## src/rtl/ptp_tc_pkg.sv

```systemverilog
package ptp_tc_pkg;

    typedef enum logic [2:0] {
        REG_CTRL   = 3'd0,
        REG_STEP   = 3'd1,
        REG_ADDEND = 3'd2,
        REG_SEC    = 3'd3,
        REG_NSLOAD = 3'd4
    } reg_addr_e;

    typedef enum logic {
        ADV_TRIMMED = 1'b0,
        ADV_FIXED   = 1'b1
    } adv_mode_e;

    typedef struct packed {
        adv_mode_e mode;
        logic      run;
    } ctrl_t;

    localparam int unsigned CTRL_RUN_BIT  = 0;
    localparam int unsigned CTRL_MODE_BIT = 1;

    function automatic logic is_fixed(input ctrl_t c);
        return c.mode == ADV_FIXED;
    endfunction

endpackage

```

## src/rtl/ptp_cfg_regs.sv

```systemverilog
module ptp_cfg_regs
    import ptp_tc_pkg::*;
#(
    parameter int unsigned ADDR_W = 3,
    parameter int unsigned DATA_W = 32,
    parameter int unsigned STEP_W = 8,
    parameter int unsigned ACC_W  = 32,
    parameter int unsigned SEC_W  = 32
) (
    input  logic              clk,
    input  logic              rst,
    input  logic              wr_en,
    input  logic [ADDR_W-1:0] wr_addr,
    input  logic [DATA_W-1:0] wr_data,
    output ctrl_t             ctrl,
    output logic [STEP_W-1:0] step,
    output logic [ACC_W-1:0]  addend,
    output logic [SEC_W-1:0]  sec_stage,
    output logic              load
);

    ctrl_t             ctrl_q;
    logic [STEP_W-1:0] step_q;
    logic [ACC_W-1:0]  addend_q;
    logic [SEC_W-1:0]  stage_q;

    // Locked fields may only change while the counter is stopped.
    logic unlocked;
    assign unlocked = !ctrl_q.run;

    always_ff @(posedge clk) begin
        if (rst) begin
            ctrl_q   <= '{mode: ADV_TRIMMED, run: 1'b0};
            step_q   <= '0;
            addend_q <= '0;
            stage_q  <= '0;
        end else if (wr_en) begin
            case (wr_addr)
                REG_CTRL: begin
                    ctrl_q.run <= wr_data[CTRL_RUN_BIT];
                    if (unlocked)
                        ctrl_q.mode <= adv_mode_e'(wr_data[CTRL_MODE_BIT]);
                end
                REG_STEP: begin
                    if (unlocked)
                        step_q <= wr_data[STEP_W-1:0];
                end
                REG_ADDEND: addend_q <= wr_data[ACC_W-1:0];
                REG_SEC:    stage_q  <= wr_data[SEC_W-1:0];
                default: ;
            endcase
        end
    end

    assign ctrl      = ctrl_q;
    assign step      = step_q;
    assign addend    = addend_q;
    assign sec_stage = stage_q;
    assign load      = wr_en && (wr_addr == REG_NSLOAD);

endmodule

```

## src/rtl/ptp_phase_acc.sv

```systemverilog
module ptp_phase_acc #(
    parameter int unsigned ACC_W = 32
) (
    input  logic             clk,
    input  logic             rst,
    input  logic             run,
    input  logic             clear,
    input  logic [ACC_W-1:0] addend,
    output logic             carry,
    output logic [ACC_W-1:0] acc
);

    logic [ACC_W:0]   sum;
    logic [ACC_W-1:0] acc_q;

    assign sum   = {1'b0, acc_q} + {1'b0, addend};
    assign carry = run && sum[ACC_W];

    always_ff @(posedge clk) begin
        if (rst || clear)
            acc_q <= '0;
        else if (run)
            acc_q <= sum[ACC_W-1:0];
    end

    assign acc = acc_q;

endmodule

```

## src/rtl/ptp_tod.sv

```systemverilog
module ptp_tod #(
    parameter int unsigned SEC_W    = 32,
    parameter int unsigned NS_W     = 30,
    parameter int unsigned STEP_W   = 8,
    parameter int unsigned NS_LIMIT = 1_000_000_000
) (
    input  logic              clk,
    input  logic              rst,
    input  logic              advance,
    input  logic [STEP_W-1:0] step,
    input  logic              load,
    input  logic [SEC_W-1:0]  load_sec,
    input  logic [NS_W-1:0]   load_ns,
    output logic [SEC_W-1:0]  sec,
    output logic [NS_W-1:0]   ns
);

    localparam logic [NS_W:0] LIMIT_V = (NS_W+1)'(NS_LIMIT);

    logic [SEC_W-1:0] sec_q;
    logic [NS_W-1:0]  ns_q;
    logic [NS_W:0]    ns_sum;
    logic [NS_W:0]    ns_over;
    logic             rolls;

    always_comb begin
        ns_sum  = {1'b0, ns_q} + (NS_W+1)'(step);
        rolls   = ns_sum >= LIMIT_V;
        ns_over = ns_sum - LIMIT_V;
    end

    always_ff @(posedge clk) begin
        if (rst) begin
            sec_q <= '0;
            ns_q  <= '0;
        end else if (load) begin
            sec_q <= load_sec;
            ns_q  <= load_ns;
        end else if (advance) begin
            if (rolls) begin
                ns_q  <= ns_over[NS_W-1:0];
                sec_q <= sec_q + SEC_W'(1);
            end else begin
                ns_q  <= ns_sum[NS_W-1:0];
            end
        end
    end

    assign sec = sec_q;
    assign ns  = ns_q;

endmodule

```

## src/rtl/ptp_time_counter.sv

```systemverilog
module ptp_time_counter
    import ptp_tc_pkg::*;
#(
    parameter int unsigned ADDR_W   = 3,
    parameter int unsigned DATA_W   = 32,
    parameter int unsigned SEC_W    = 32,
    parameter int unsigned NS_W     = 30,
    parameter int unsigned STEP_W   = 8,
    parameter int unsigned ACC_W    = 32,
    parameter int unsigned NS_LIMIT = 1_000_000_000
) (
    input  logic              clk,
    input  logic              rst,
    input  logic              wr_en,
    input  logic [ADDR_W-1:0] wr_addr,
    input  logic [DATA_W-1:0] wr_data,
    output logic [SEC_W-1:0]  sec_out,
    output logic [NS_W-1:0]   ns_out
);

    ctrl_t             ctrl;
    logic [STEP_W-1:0] step;
    logic [ACC_W-1:0]  addend;
    logic [SEC_W-1:0]  sec_stage;
    logic              load;
    logic              carry;
    logic [ACC_W-1:0]  acc;
    logic              run_en;
    logic              fixed;
    logic              advance;

    ptp_cfg_regs #(
        .ADDR_W(ADDR_W), .DATA_W(DATA_W), .STEP_W(STEP_W),
        .ACC_W(ACC_W), .SEC_W(SEC_W)
    ) i_regs (
        .clk(clk), .rst(rst), .wr_en(wr_en), .wr_addr(wr_addr),
        .wr_data(wr_data), .ctrl(ctrl), .step(step), .addend(addend),
        .sec_stage(sec_stage), .load(load)
    );

    assign run_en = ctrl.run;
    assign fixed  = is_fixed(ctrl);

    ptp_phase_acc #(.ACC_W(ACC_W)) i_acc (
        .clk(clk), .rst(rst), .run(run_en && !fixed), .clear(load),
        .addend(addend), .carry(carry), .acc(acc)
    );

    assign advance = run_en && (fixed || carry);

    ptp_tod #(
        .SEC_W(SEC_W), .NS_W(NS_W), .STEP_W(STEP_W), .NS_LIMIT(NS_LIMIT)
    ) i_tod (
        .clk(clk), .rst(rst), .advance(advance), .step(step),
        .load(load), .load_sec(sec_stage), .load_ns(wr_data[NS_W-1:0]),
        .sec(sec_out), .ns(ns_out)
    );

endmodule

```

## config.mk

```make
export PLATFORM = sky130hd
export DESIGN_NAME = ptp_time_counter
export DESIGN_NICKNAME = d
export VERILOG_FILES = /design/src/rtl/ptp_tc_pkg.sv /design/src/rtl/ptp_cfg_regs.sv /design/src/rtl/ptp_phase_acc.sv /design/src/rtl/ptp_tod.sv /design/src/rtl/ptp_time_counter.sv
export SDC_FILE = /design/constraint.sdc
export NUM_CORES = 1
export LEC_CHECK = 0
export BUFFER_PORTS_ARGS = -buffer_cell sky130_fd_sc_hd__buf_4
export CORE_MARGIN = 2
export CORE_UTILIZATION = 45
export CTS_CLUSTER_SIZE = 10
export DETAILED_ROUTE_END_ITERATION = 7
export PLACE_DENSITY = 0.65
export SYNTH_ARGS = -nofsm -noshare
export SYNTH_HDL_FRONTEND = slang
export SYNTH_SLANG_ARGS = --single-unit
```

## constraint.sdc

```tcl
create_clock -name clk -period 10.2 [get_ports clk]
set_clock_uncertainty 0.1 [all_clocks]
set_input_delay 1.02 -clock clk [delete_from_list [all_inputs] [get_ports clk]]
set_output_delay 1.02 -clock clk [all_outputs]
set_load 0.01 [all_outputs]
```

* After elaboration in Yosys (flattened, before gate mapping) *
Index checks and enable logic that the tools add are counted.

storage, ports and cells
  bits in latches = 0
  memory bits (writable) = 0
  register bits = 168
  output and inout port bits = 62
  memories kept = 0
  ROM bits = 0

operators by class
  shift operators = 0
  equal/unequal tests = 4
  multiplexer cells = 6
  add/subtract/negate cells = 4
  multiply operators = 0
  $lt $le $gt $ge = 1
  bitwise logic cells = 1
  reduce and logical (&&, ||, !) cells = 16
  divide/modulo/power cells = 0

operators with widths
  operator                count
  $mux 32                 3
  $mux 30                 3
  $add 32x32->33          1
  $add 32x1->32 const B   1
  $add 30x8->31           1
  $ge 31x30->1 const B    1
  $sub 30x30->30 const B  1
  $reduce_and 2->1        4
  $eq 3x2->1 const B      2
  $reduce_and 3->1        2
  $logic_and 1x1->1       4
  $reduce_bool 2->1       2
  $eq 3x1->1 const B      1
  $eq 3x3->1 const B      1
  $logic_not 3->1         1
  $logic_or 1x1->1        2
  $logic_not 1->1         1
  $not 1->1               1

* Logic depth before layout (Yosys ltp) *
  word-level depth = 7
  depth in mapped cells = 16
  gate-level depth less buffers = 14

* Cells and area by module *
Synthesis repeated with hierarchy kept, for this count alone.

second synthesis, totals
  cells, all modules = 1,347
  area total of the unflattened synthesis = 10,507.6 um^2

modules (own cells, without submodules)
  module            sequential area each (um^2)  area each (um^2)  cells each  instances
  ptp_tod           1,241.2                      4,894.7           662         1
  ptp_phase_acc     640.6                        2,897.8           354         1
  ptp_cfg_regs      1,481.4                      2,701.3           329         1
  ptp_time_counter  0.0                          13.8              2           1

* Least setup slack after synthesis *
OpenSTA, ideal clock, no wires.

  path type = flip-flop to flip-flop
  from = reg i_tod.ns_q[0], in the netlist i_tod.ns[0]
  to = reg i_tod.ns_q[15], in the netlist i_tod.ns[15]
  buffers on the path = 1
  required time = 10,009 ps
  stages on the path, launching flop included = 15
  arrival = 3,900 ps
  clock period less this slack = 4,091 ps
  setup slack = 6,109 ps
  path through = dfxtp_1 > ha_1 > fa_1 > a211oi_2 > or3_1 > buf_2 > a21oi_1 > xnor2_1 > or4b_1 > o31ai_4 > and4b_1 > o21ai_2 > or4_1 > a21o_1 > a311oi_1

between the ends
  cells in the longest elaborated chain, start to end = 5
  elaborated cells on any way between the ends = 6
  classes of those cells = add/sub: 2; order compare: 1; mux: 3

ends and longest elaborated chain
  element                                                RTL line                      RTL
  start: declaration                                     ptp_tod.sv:21                 logic [NS_W-1:0] ns_q;
  start signal: assignment                               ptp_tod.sv:38                 ns_q <= load_ns;
  start signal: assignment                               ptp_tod.sv:41                 ns_q <= ns_over[NS_W-1:0];
  start signal: assignment                               ptp_tod.sv:44                 ns_q <= ns_sum[NS_W-1:0];
  $add 30x8->31 (*)                                      ptp_tod.sv:27                 ns_sum = {1'b0, ns_q} + (NS_W+1)'(step);
  $sub 30x30->30 / $ge 31x30->1 (equally long branches)  ptp_tod.sv:29, ptp_tod.sv:28
  $mux 30 (*)                                            ptp_tod.sv:40                 if (rolls) begin
  $mux 30 (*)                                            ptp_tod.sv:39                 end else if (advance) begin
  $mux 30 (*)                                            ptp_tod.sv:36                 end else if (load) begin

Every way passes the cells marked *; elsewhere a longest branch is shown, timed or not. The select of a mux whose other input is x is not followed.
A chain may end at the register's enable or synchronous reset.

* Worst setup path after layout *
  from = reg i_tod.ns_q[0], in the netlist i_tod.ns[0]
  to = reg i_tod.sec_q[20], in the netlist i_tod.sec[20]

between the ends
  cells in the longest elaborated chain, start to end = 4

ends and longest elaborated chain
  element                             RTL line       RTL
  $add 30x8->31                       ptp_tod.sv:27
  $ge 31x30->1                        ptp_tod.sv:28  rolls = ns_sum >= LIMIT_V;
  $reduce_bool 2->1 (no source line)  n/a
  $reduce_and 2->1 (no source line)   n/a
  end signal: assignment              ptp_tod.sv:37  sec_q <= load_sec;
  end signal: assignment              ptp_tod.sv:42  sec_q <= sec_q + SEC_W'(1);
  end: declaration                    ptp_tod.sv:20  logic [SEC_W-1:0] sec_q;

Every way passes these cells.

==> impl_results.rst <==
.. list-table::
   :header-rows: 1

   * - Metric
     - Value
   * - Sum of overflow across all layers after global routing
     - 0
   * - Number of buffers added to fix hold violations after cts
     - 0
   * - Warnings from Yosys
     - 0
   * - CP Data Arrival Time
     - about 5.3 ns
   * - Initial DRT Pass Iterations
     - 6
   * - Share of Yosys cell area claimed by the top area cell type
     - 33.5%
   * - Via Count
     - 9904
   * - Data required time at the worst endpoint
     - 10.44 ns
   * - Area of the die
     - 23500 µm²
   * - Sink count of the clock tree
     - 168
   * - Maximum operating frequency
     - 199 MHz
   * - Number of synthesized register bits
     - roughly 170
   * - Least-Margin Pin Slew
     - approximately 1.2 ns
   * - Count of endpoints failing setup in the final report
     - 0
   * - Port Buffer Count
     - between 90 and 100
   * - Startpoint Class
     - register
   * - Reg clk slew, reported paths
     - about 0.07 ns
   * - # Max-Cap Violations
     - 0
   * - Number of flops mapped to enable cells by yosys
     - 0
   * - Number of placement rows
     - between 50 and 60
   * - Endpoint kind of the worst setup timing path
     - register
   * - Switching component of the power
     - approximately 400 µW
   * - Leakage power
     - ~4.4 nW
   * - Vias in the first global route
     - 8975
   * - Leading cell types by total area after synthesis
     - dfxtp_1 (33%), nand2_1 (9.3%), a21oi_1 (7.2%), ha_1 (5.2%), xnor2_1 (4.3%)
   * - Total Power Consumption
     - 1.47 mW
   * - Unrepaired setup endpoints after global routing
     - false
   * - Setup TNS after final layout
     - 0 ns
   * - Width of the die
     - between 150 and 200 µm
   * - Chip height
     - 153 µm
   * - Placer Congestion
     - 0.940
   * - Part of the power in combinational logic
     - 8.4%
   * - Antenna fix cells
     - 0
   * - TritonCTS clock tree
     - built
   * - Cells after DPL
     - 1630
   * - Fin. max-slew vios
     - 0
   * - Share of power burned in registers
     - 46.9%
   * - Post-synth design cell area
     - 10000 µm²
   * - First-pass GRT wire length
     - between 40 and 50 mm
   * - DRC violations left
     - 0
   * - Fraction of registers with async set/reset
     - 0%
   * - Drt first-iter violations
     - 710
   * - Worst ir drop on vdd
     - between 0.0001 and 0.00015 V
   * - Pin count of the biggest net entering global routing
     - 84
   * - Via density
     - 5.96
   * - Cell-internal power
     - about 1.1 mW
   * - Net switching fraction of the power
     - 27.3%
   * - Clock network power share
     - between 40 and 50%
   * - Number of nets in the final layout
     - 1451
   * - Core Box Area
     - 21900 µm²
   * - Final worst path period need
     - 5.02 ns
   * - Initial antenna violation count
     - 0
   * - CTS Buf Count
     - 17
   * - Number of gates given a new drive strength after cts
     - 0
   * - Distinct cell type count of the synthesized netlist
     - 76
   * - Estimated wirelength of the detail-placed design
     - approximately 22 mm
   * - Post-synth top flop
     - dfxtp_1
   * - Fraction of final layout cells sized beyond drive strength 1
     - 12.0%
   * - Buffer depth of the longest clock path
     - 2
   * - Cells after synthesis
     - 1324
   * - Sequential fraction of the synthesis area
     - 33.5%
   * - Antenna viol nets, final
     - 0
   * - Post-detailed-route wirelength per cell
     - 18.2 µm
   * - Post-route non-filler standard cell count
     - ~1700
   * - Number of hold violations in the final report
     - 0
   * - Hold crit path type
     - reg2reg
   * - Power per Cell Area
     - between 100 and 150 nW/µm²
   * - Buffers inserted by post-CTS timing repair
     - 0
   * - Area leader, netlist
     - dfxtp_1
   * - Number of H-tree levels
     - 4
   * - Initial standard-cell utilization of the core
     - 45.9%
   * - Path type of the worst setup path
     - reg2reg
   * - Worst relative slew slack
     - about a fifth
   * - Count of boundary I/O pins
     - 100
   * - Wire length reported by the detailed router
     - 30.3 mm
   * - Biggest fanout along the worst timing path
     - 19
   * - Share of the cycle needed by the critical path after routing
     - just under 50%
   * - Synthesized area per cell
     - between 7 and 8 µm²
   * - Clock latency of the later-clocked register in the worst-skew pair
     - 0.44 ns
   * - Post-Synthesis Net Count
     - ~1400
   * - Gr usage total
     - 25.4%
   * - Clock Root Buffer
     - clkbuf_16
   * - Synth-to-Final Area Change
     - 14.4%
   * - Worst hold slack
     - 0.356 ns
   * - Status
     - completed
per-layer routing:
| metal | share of wire, % | GRT usage [%] | up-vias | wire (µm) |
|---|---|---|---|---|
| met5 | 0 | 0 | - | 0 |
| met4 | 2.5 | 8.17 | 0 | 760 |
| met3 | 6.7 | 4.68 | 47 | 2040 |
| met2 | 45 | 39.2 | 322 | 13600 |
| met1 | 46 | 35.9 | 4691 | 13900 |
| li1 | - | - | 4844 | - |
synth_stat cells (3+ instances only):
cell and count:
a2111oi_0 5, a211o_1 5, a211oi_1 37, a211oi_2 3, a21o_1 18, a21oi_1 144, a311oi_1 26, a31o_2 3
a31oi_1 11, and2_1 9, and3_1 21, and4_1 6, buf_1 3, buf_2 5, clkbuf_1 74, dfxtp_1 168
ha_1 42, inv_1 22, mux2i_1 12, nand2_1 249, nand2b_1 5, nand3_1 38, nand4_1 24, nor2_1 112
nor2b_1 9, nor3_1 33, nor4_1 12, o211a_1 3, o211ai_1 5, o21a_1 11, o21ai_0 47, o21ai_1 5
o21bai_1 8, o22ai_1 4, or3_1 18, xnor2_1 49, xor2_1 25
path summary, 6_finish.rpt:
kind	startpoint	end	slack, ns	cells after the start
max	i_tod.ns[0]$_SDFFE_PP0P_	i_tod.sec[20]$_SDFFE_PP0P_	5.18	13
min	i_regs.sec_stage[8]$_SDFFE_PP0P_	i_regs.sec_stage[8]$_SDFFE_PP0P_	0.36	2
max reg2reg	i_tod.ns[0]$_SDFFE_PP0P_	i_tod.sec[20]$_SDFFE_PP0P_	5.18	13
min reg2reg	i_regs.sec_stage[8]$_SDFFE_PP0P_	i_regs.sec_stage[8]$_SDFFE_PP0P_	0.36	2
layout by cell type, fill, tap and decap left out, types with 12 or more instances in the layout:
cell       netlist  final
or3_1           18     18
nor3_1          33     33
nand2_1        249    249
o21ai_0         47     47
mux2i_1         12     12
dfxtp_1        168    168
a21oi_1        144    143
nand4_1         24     24
inv_1           22     22
xor2_1          25     25
a21o_1          18     18
nor4_1          12     12
a311oi_1        26     26
nor2_1         112    112
a211oi_1        37     37
nand3_1         38     37
ha_1            42     42
xnor2_1         49     49
buf_4            1    109
and3_1          21     21
clkbuf_16        0     17
area by class of cell:
cell class | count | area (µm²)
Inverter | 22 | 82.6
Timing Repair Buffer | 109 | 818
Fill cell | 2180 | 10400
Sequential cell | 168 | 3360
Clock inverter | 15 | 158
Clock buffer | 17 | 425
Multi-Input combinational cell | 1051 | 6300
Tap cell | 280 | 350
sequential cells by signal (all words and copies together), names as in the netlist:
signal	flops
i_tod.ns	30
i_regs.ctrl	2
i_regs.addend	32
i_tod.sec	32
i_acc.acc	32
i_regs.step	8
i_regs.sec_stage	32
through the flow:
step	utilization [%]	setup WS [ns]	cell area (µm²)
floorplan	-	6.11	10000
global placement	49.9	5.39	10900
detailed placement	49.9	5.24	10900
CTS	52.5	5.21	11500
global route	52.5	4.78	11500
finish	52.5	5.18	11500
cells by family (layout without fill, tap and decap cells):
group           count (synthesis)  count (layout)  synth area share (%)
simple gates                  556             556                  25.5
xor+xnor                       74              74                  6.45
flops                         168             168                  33.5
compound gates                364             364                  23.6
buf+inv                       105             163                  4.02
mux                            12              12                  1.20
fa+ha+maj                      45              45                  5.73
critical path: stages (launching register included):
cell and delay (ns):
dfxtp_1 0.34, ha_1 0.24, fa_1 0.42, a211oi_2 0.37
or3_1 0.36, a21oi_1 0.13, xnor2_1 0.27, or4b_1 0.52
o31ai_4 0.24, nand4b_2 0.23, a211oi_4 0.82, nand4_4 0.25
or3_1 0.40, a311oi_1 0.24
power by group through the flow:
stage          clock network (mW)  logic [mW]  registers, mW
2_1_floorplan                   0      0.0683          0.699
5_1_grt                     0.689       0.133          0.690
3_3_place_gp                    0       0.120          0.702
4_1_cts                     0.663       0.122          0.687
6_report                    0.655       0.122          0.688
3_5_place_dp                    0       0.121          0.702
Power figures use the tool's default switching activity.
